===== config.mk =====
export PLATFORM = sky130hd
export DESIGN_NAME = sq_squarer
export DESIGN_NICKNAME = d
export VERILOG_FILES = /design/src/rtl/sq_pkg.sv /design/src/rtl/sq_ppgen.sv /design/src/rtl/sq_reduce.sv /design/src/rtl/sq_ripple.sv /design/src/rtl/sq_ctrl.sv /design/src/rtl/sq_datapath.sv /design/src/rtl/sq_squarer.sv
export SDC_FILE = /design/constraint.sdc
export NUM_CORES = 1
export LEC_CHECK = 0
export BUFFER_PORTS_ARGS = -buffer_cell sky130_fd_sc_hd__buf_2
export CORE_ASPECT_RATIO = 1.5
export CORE_UTILIZATION = 40
export CTS_BUF_LIST = sky130_fd_sc_hd__clkbuf_4 sky130_fd_sc_hd__clkbuf_8
export CTS_CLUSTER_SIZE = 14
export DETAILED_ROUTE_END_ITERATION = 8
export PLACE_DENSITY = 0.56
export SYNTH_ARGS = -nofsm -noshare
export SYNTH_HDL_FRONTEND = slang
export SYNTH_SLANG_ARGS = --single-unit

===== constraint.sdc =====
create_clock -name clk -period 11.2 [get_ports clk]
set_clock_uncertainty 0.1 [all_clocks]
set_input_delay 0.56 -clock clk [delete_from_list [all_inputs] [get_ports clk]]
set_output_delay 0.56 -clock clk [all_outputs]
set_load 0.02 [all_outputs]

===== src/rtl/sq_pkg.sv =====
package sq_pkg;

  typedef struct packed {
    logic clear;
    logic load;
    logic markValid;
  } sq_strobe_t;

  function automatic logic maj3(input logic x, input logic y, input logic z);
    return (x & y) | (x & z) | (y & z);
  endfunction

  // Majority-based full adder: carry first, sum derived from it. Returns {carry, sum}.
  function automatic logic [1:0] fullAdd(input logic x, input logic y, input logic z);
    logic cy;
    cy = maj3(x, y, z);
    return {cy, maj3(~cy, z, maj3(x, y, ~z))};
  endfunction

  // Half-adder substitution is applied at diagonal i when weight 2^(2i) lies in [2^2, 2^(n+1)].
  function automatic bit substAt(input int n, input int i);
    return (i >= 1) && (2 * i <= n + 1) && (2 * i != 2 * n - 1);
  endfunction

  // Number of bits in column c of the folded, pre-reduced array.
  function automatic int ppHeight(input int n, input int c);
    int cnt;
    cnt = 0;
    for (int i = 0; i < n; i++) begin
      if (!substAt(n, i) && 2 * i == c) cnt++;
      for (int j = 0; j < i; j++) begin
        if (j == i - 1 && substAt(n, i)) begin
          if (2 * i == c) cnt++;
          if (2 * i + 1 == c) cnt++;
        end else if (i + j + 1 == c) begin
          cnt++;
        end
      end
    end
    return cnt;
  endfunction

  // Dadda height targets 2, 3, 4, 6, 9, 13, ...
  function automatic int daddaTarget(input int s);
    int d;
    d = 2;
    for (int k = 0; k < s; k++) d = (d * 3) / 2;
    return d;
  endfunction

endpackage


===== src/rtl/sq_ppgen.sv =====
module sq_ppgen #(
  parameter int N = 8,
  localparam int W = 2 * N,
  localparam int MAXH = N
) (
  input  logic [N-1:0]          operand,
  output logic [W-1:0][MAXH-1:0] ppCol
);
  int fill [W];

  always_comb begin
    ppCol = '0;
    for (int c = 0; c < W; c++) fill[c] = 0;
    for (int i = 0; i < N; i++) begin
      if (!sq_pkg::substAt(N, i)) begin
        ppCol[2*i][fill[2*i]] = operand[i];
        fill[2*i] = fill[2*i] + 1;
      end
      for (int j = 0; j < i; j++) begin
        if (j == i - 1 && sq_pkg::substAt(N, i)) begin
          ppCol[2*i][fill[2*i]] = operand[i] & ~operand[j];
          fill[2*i] = fill[2*i] + 1;
          ppCol[2*i+1][fill[2*i+1]] = operand[i] & operand[j];
          fill[2*i+1] = fill[2*i+1] + 1;
        end else begin
          ppCol[i+j+1][fill[i+j+1]] = operand[i] & operand[j];
          fill[i+j+1] = fill[i+j+1] + 1;
        end
      end
    end
  end

endmodule


===== src/rtl/sq_reduce.sv =====
module sq_reduce #(
  parameter int N = 8,
  localparam int W = 2 * N,
  localparam int MAXH = N,
  localparam int NSTG = 8
) (
  input  logic [W-1:0][MAXH-1:0] ppCol,
  output logic [W-1:0]           rowA,
  output logic [W-1:0]           rowB
);
  logic [W-1:0][MAXH-1:0] cur;
  logic [W-1:0][MAXH-1:0] nxt;
  int   hgt [W];
  int   nhg [W];
  int   target;
  int   tallest;
  int   avail;
  int   pick;
  logic [1:0] fa;

  always_comb begin
    cur = ppCol;
    nxt = '0;
    fa = '0;
    target = 0;
    tallest = 0;
    avail = 0;
    pick = 0;
    for (int c = 0; c < W; c++) begin
      hgt[c] = sq_pkg::ppHeight(N, c);
      nhg[c] = 0;
    end
    for (int s = NSTG - 1; s >= 0; s--) begin
      target = sq_pkg::daddaTarget(s);
      tallest = 0;
      for (int c = 0; c < W; c++) if (hgt[c] > tallest) tallest = hgt[c];
      if (target < tallest) begin
        nxt = '0;
        for (int c = 0; c < W; c++) nhg[c] = 0;
        for (int c = 0; c < W; c++) begin
          avail = hgt[c] + nhg[c];
          pick = 0;
          for (int k = 0; k < MAXH; k++) begin
            if (avail > target && pick + 1 < hgt[c]) begin
              if (avail == target + 1 || pick + 2 >= hgt[c]) begin
                fa = {cur[c][pick] & cur[c][pick+1], cur[c][pick] ^ cur[c][pick+1]};
                pick = pick + 2;
                avail = avail - 1;
              end else begin
                fa = sq_pkg::fullAdd(cur[c][pick], cur[c][pick+1], cur[c][pick+2]);
                pick = pick + 3;
                avail = avail - 2;
              end
              nxt[c][nhg[c]] = fa[0];
              nhg[c] = nhg[c] + 1;
              if (c + 1 < W) begin
                nxt[c+1][nhg[c+1]] = fa[1];
                nhg[c+1] = nhg[c+1] + 1;
              end
            end
          end
          for (int k = 0; k < MAXH; k++) begin
            if (k >= pick && k < hgt[c]) begin
              nxt[c][nhg[c]] = cur[c][k];
              nhg[c] = nhg[c] + 1;
            end
          end
        end
        cur = nxt;
        for (int c = 0; c < W; c++) hgt[c] = nhg[c];
      end
    end
    for (int c = 0; c < W; c++) begin
      rowA[c] = (hgt[c] > 0) ? cur[c][0] : 1'b0;
      rowB[c] = (hgt[c] > 1) ? cur[c][1] : 1'b0;
    end
  end

endmodule


===== src/rtl/sq_ripple.sv =====
module sq_ripple #(
  parameter int WIDTH = 13
) (
  input  logic [WIDTH-1:0] addA,
  input  logic [WIDTH-1:0] addB,
  output logic [WIDTH-1:0] total
);
  logic [WIDTH-1:0] carryIn;
  assign carryIn[0] = 1'b0;

  for (genvar k = 0; k < WIDTH; k++) begin : g_bit
    logic [1:0] cellOut;
    assign cellOut  = sq_pkg::fullAdd(addA[k], addB[k], carryIn[k]);
    assign total[k] = cellOut[0];
    if (k + 1 < WIDTH) begin : g_chain
      assign carryIn[k+1] = cellOut[1];
    end else begin : g_top
      logic unusedCarry;
      assign unusedCarry = cellOut[1];
    end
  end

endmodule


===== src/rtl/sq_ctrl.sv =====
module sq_ctrl (
  input  logic               rst,
  input  logic               inValid,
  output sq_pkg::sq_strobe_t stb
);
  always_comb begin
    stb.clear     = rst;
    stb.load      = inValid & ~rst;
    stb.markValid = inValid;
  end
endmodule


===== src/rtl/sq_datapath.sv =====
module sq_datapath #(
  parameter int N = 8,
  parameter bit REG_OUT = 1'b1,
  localparam int W = 2 * N,
  localparam int MAXH = N,
  localparam int RW = W - 3
) (
  input  logic               clk,
  input  sq_pkg::sq_strobe_t stb,
  input  logic [N-1:0]       operand,
  output logic [W-1:0]       square,
  output logic               outValid
);
  logic [W-1:0][MAXH-1:0] ppCol;
  logic [W-1:0] rowA;
  logic [W-1:0] rowB;
  logic [RW-1:0] upper;
  logic [W-1:0] sqComb;

  sq_ppgen #(.N(N)) i_ppgen (.operand(operand), .ppCol(ppCol));
  sq_reduce #(.N(N)) i_reduce (.ppCol(ppCol), .rowA(rowA), .rowB(rowB));
  sq_ripple #(.WIDTH(RW)) i_ripple (.addA(rowA[W-1:3]), .addB(rowB[W-1:3]), .total(upper));

  assign sqComb = {upper, rowA[2:0] | rowB[2:0]};

  if (REG_OUT) begin : g_reg
    always_ff @(posedge clk) begin
      if (stb.clear) begin
        square   <= '0;
        outValid <= 1'b0;
      end else begin
        outValid <= stb.markValid;
        if (stb.load) square <= sqComb;
      end
    end


    reset_clear_chk: assert property (@(posedge clk)
      stb.clear |=> (square == '0 && !outValid));

    valid_follow_chk: assert property (@(posedge clk) disable iff (stb.clear)
      !stb.clear |=> outValid == $past(stb.markValid));

    hold_chk: assert property (@(posedge clk) disable iff (stb.clear)
      (!stb.clear && !stb.markValid) |=> $stable(square));

    low_bits_chk: assert property (@(posedge clk) disable iff (stb.clear)
      stb.load |=> square[1:0] == {1'b0, $past(operand[0])});

    bit_two_chk: assert property (@(posedge clk) disable iff (stb.clear)
      stb.load |=> square[2] == $past(operand[1] & ~operand[0]));
  end else begin : g_comb
    assign square   = sqComb;
    assign outValid = stb.markValid;
  end

endmodule


===== src/rtl/sq_squarer.sv =====
module sq_squarer #(
  parameter int N = 8,
  parameter bit REG_OUT = 1'b1
) (
  input  logic           clk,
  input  logic           rst,
  input  logic           inValid,
  input  logic [N-1:0]   operand,
  output logic [2*N-1:0] square,
  output logic           outValid
);
  sq_pkg::sq_strobe_t stb;

  sq_ctrl i_ctrl (.rst(rst), .inValid(inValid), .stb(stb));

  sq_datapath #(.N(N), .REG_OUT(REG_OUT)) i_datapath (
    .clk(clk), .stb(stb), .operand(operand), .square(square), .outValid(outValid)
  );
endmodule


==> results_dict.tcl <==
set metrics [dict create \
    ys_top_cells_by_count "29 x fa_1, 28 x inv_1, 16 x dfxtp_1" \
    synthCells 168 \
    clock_path_buffers 2 \
    initial_core_util_pct 41.39 \
    critPathMaxFanout 13 \
    num_vias 1088 \
    crit_arrival_ns 5.68 \
    cts_sinks 16 \
    synth_top_area_share_pct 35.75 \
    setup_viol 0 \
    dr.pass1.iters 4 \
    drc 0 \
    drive_gt1_share_pct 20.00 \
    yosysWarningCount 0 \
    antenna_cells 0 \
    drtAntennaViolNets 0 \
    areaGrowthSynthToFinish_pct 12.25 \
    power_density_nw_per_um2 103.4 \
    synth_nets 211 \
    layout.nets 234 \
    synth_edf_count 0 \
    rrSetupSlack_ns 10.43 \
    cts_hold_buf 0 \
    yosys_most_used_dff "dfxtp_1" \
    pre_cts_slack_ns 5.316 \
    syn_avg_cell_area_um2 9.667 \
    synth_area_um2 1624 \
    htreeDepth 1 \
    wirelength_um 2835 \
    post-cts-setup-buffers 0 \
    critPathRequiredTime_ns 11.28 \
    outcome "finished, final reports clean" \
    period_needed_ns 5.596 \
    final_core_util_pct 46.46 \
    yosysSeqAreaShare_pct 19.72 \
    critical_path_class "in2reg" \
    min-delay-path-class "reg2reg" \
    root_buffer "clkbuf_8" \
    synth-seq-cells 16 \
    power.leakage_nw 0.8535 \
    hpwl_um 2317 \
    rows 28 \
    finalHoldViolations 0 \
    core_um2 3924 \
    vdd_drop_max_mv 0.08831 \
    grt_use_total_pct 15.85 \
    fin_crit_sh_pct 49.97 \
    drt_iter0_markers 19 \
    startpoint_type "input pin" \
    ys_types 31 \
    cts_inserted_buffers 3 \
    die_height_um 80.04 \
    fmax_mhz 178.7 \
    wl_per_cell_um 12.06 \
    async_flop_share_pct 0 \
    cts_repair_resize_count 0 \
    grt_overflow 0 \
    ios 28 \
    vias_per_cell 4.630 \
    place.gp.congestion 0.7435 \
    finalWorstSetupSlack_ns 5.604 \
    yosys-top-cells-area "fa_1 36%, dfxtp_1 20%, inv_1 6.5%, and2_1 4.2%, a211oi_1 3.7%" \
    drv_slew 0 \
    dieArea_um2 4324 \
    dieWidth_um 54.03 \
    endpoint_kind "register" \
    holdWs_ns 0.3660 \
    portBuffers 26 \
    fin_tns_setup_ns 0 \
    grt_max_degree 29 \
    cts_tree "done" \
    path_clk_slew_ns 0.06 \
    grt_pass1_wl_um 4981 \
    cap_violations 0 \
    rsz0062_at_grt "no" \
    antenna_found_initial 0 \
    first_global_vias 1113 \
    clock_latency_ns 0.25 \
    synth_most_common_cell "fa_1" \
    yosys.area.top_type "fa_1" \
]
state kept, by name, indices dropped and copies added, names as in the netlist:
register	flops
i_datapath.square	15
i_datapath.outValid	1
layout by cell type (no fill, tap or decap), types with 4 or more instances in the layout:
master     n
fa_1      29
inv_1     28
buf_2     26
dfxtp_1   16
nor2_1    12
and2_1    11
nand2_1    9
a211oi_1   8
and2_2     5
a21oi_1    4
xor2_1     4
mux2i_1    4
nand2b_1   4
clkbuf_8   4
kinds of logic after synthesis:
logic type | after synthesis | synth area share, %
simple gates | 52 | 17.80
buf+inv | 36 | 9.091
fa+ha+maj | 32 | 38.06
compound gates | 20 | 7.935
flops | 16 | 19.72
xor+xnor | 7 | 4.699
mux | 4 | 2.465
other cells | 1 | 0.2309
metal layers:
layer	track usage [%]	vias up	routed length [µm]
li1	-	532	-
met1	21.26	525	1288
met2	25.06	26	1390
met3	1.143	5	91
met4	7.692	0	65
met5	0	-	0
critical path, stage by stage:
cell and delay (ns):
buf_2 0.20, and2_1 0.16, ha_1 0.14, inv_1 0.07, fa_1 0.43, fa_1 0.39, inv_1 0.11, fa_1 0.23
fa_1 0.18, inv_1 0.07, fa_1 0.45, fa_1 0.48, fa_1 0.48, fa_1 0.47, fa_1 0.48, fa_1 0.43
inv_1 0.08, nand3_1 0.08, a31oi_1 0.18
worst paths after layout:
kind	from	end	cells past startpoint
worst min-delay path	i_datapath.square[2]$_SDFFE_PP0P_	i_datapath.square[2]$_SDFFE_PP0P_	2
worst max-delay path	operand[1]	i_datapath.square[14]$_SDFFE_PP0P_	19
worst min register to register	i_datapath.square[2]$_SDFFE_PP0P_	i_datapath.square[2]$_SDFFE_PP0P_	2
worst max register to register	i_datapath.square[11]$_SDFFE_PP0P_	i_datapath.square[11]$_SDFFE_PP0P_	2
area by class of cell:
cell class / instances / area (µm²)
Fill cell: 384 / 2101
Multi-Input combinational cell: 116 / 1156
Sequential cell: 16 / 320.3
Timing Repair Buffer: 26 / 130.1
Inverter: 28 / 105.1
Tap cell: 45 / 56.30
Clock buffer: 4 / 55.05
through the flow:
stage	instances	area (µm²)	total power, W
after floorplan	168	1624	0.0001212
after global placement	231	1768	0.0001385
after global routing	235	1823	0.0002035
after detailed placement	231	1768	0.0001405
final	235	1823	0.0001885
after CTS	235	1823	0.0001916
where the power goes:
group	switching, W	internal (W)	total (W)	leakage (nW)
logic	0.0000442	0.0000281	0.0000723	0.692
clock network	0.0000196	0.0000312	0.0000508	0.0288
registers	0.00000260	0.0000628	0.0000654	0.132
No activity file was read; power rests on OpenSTA's default activity.
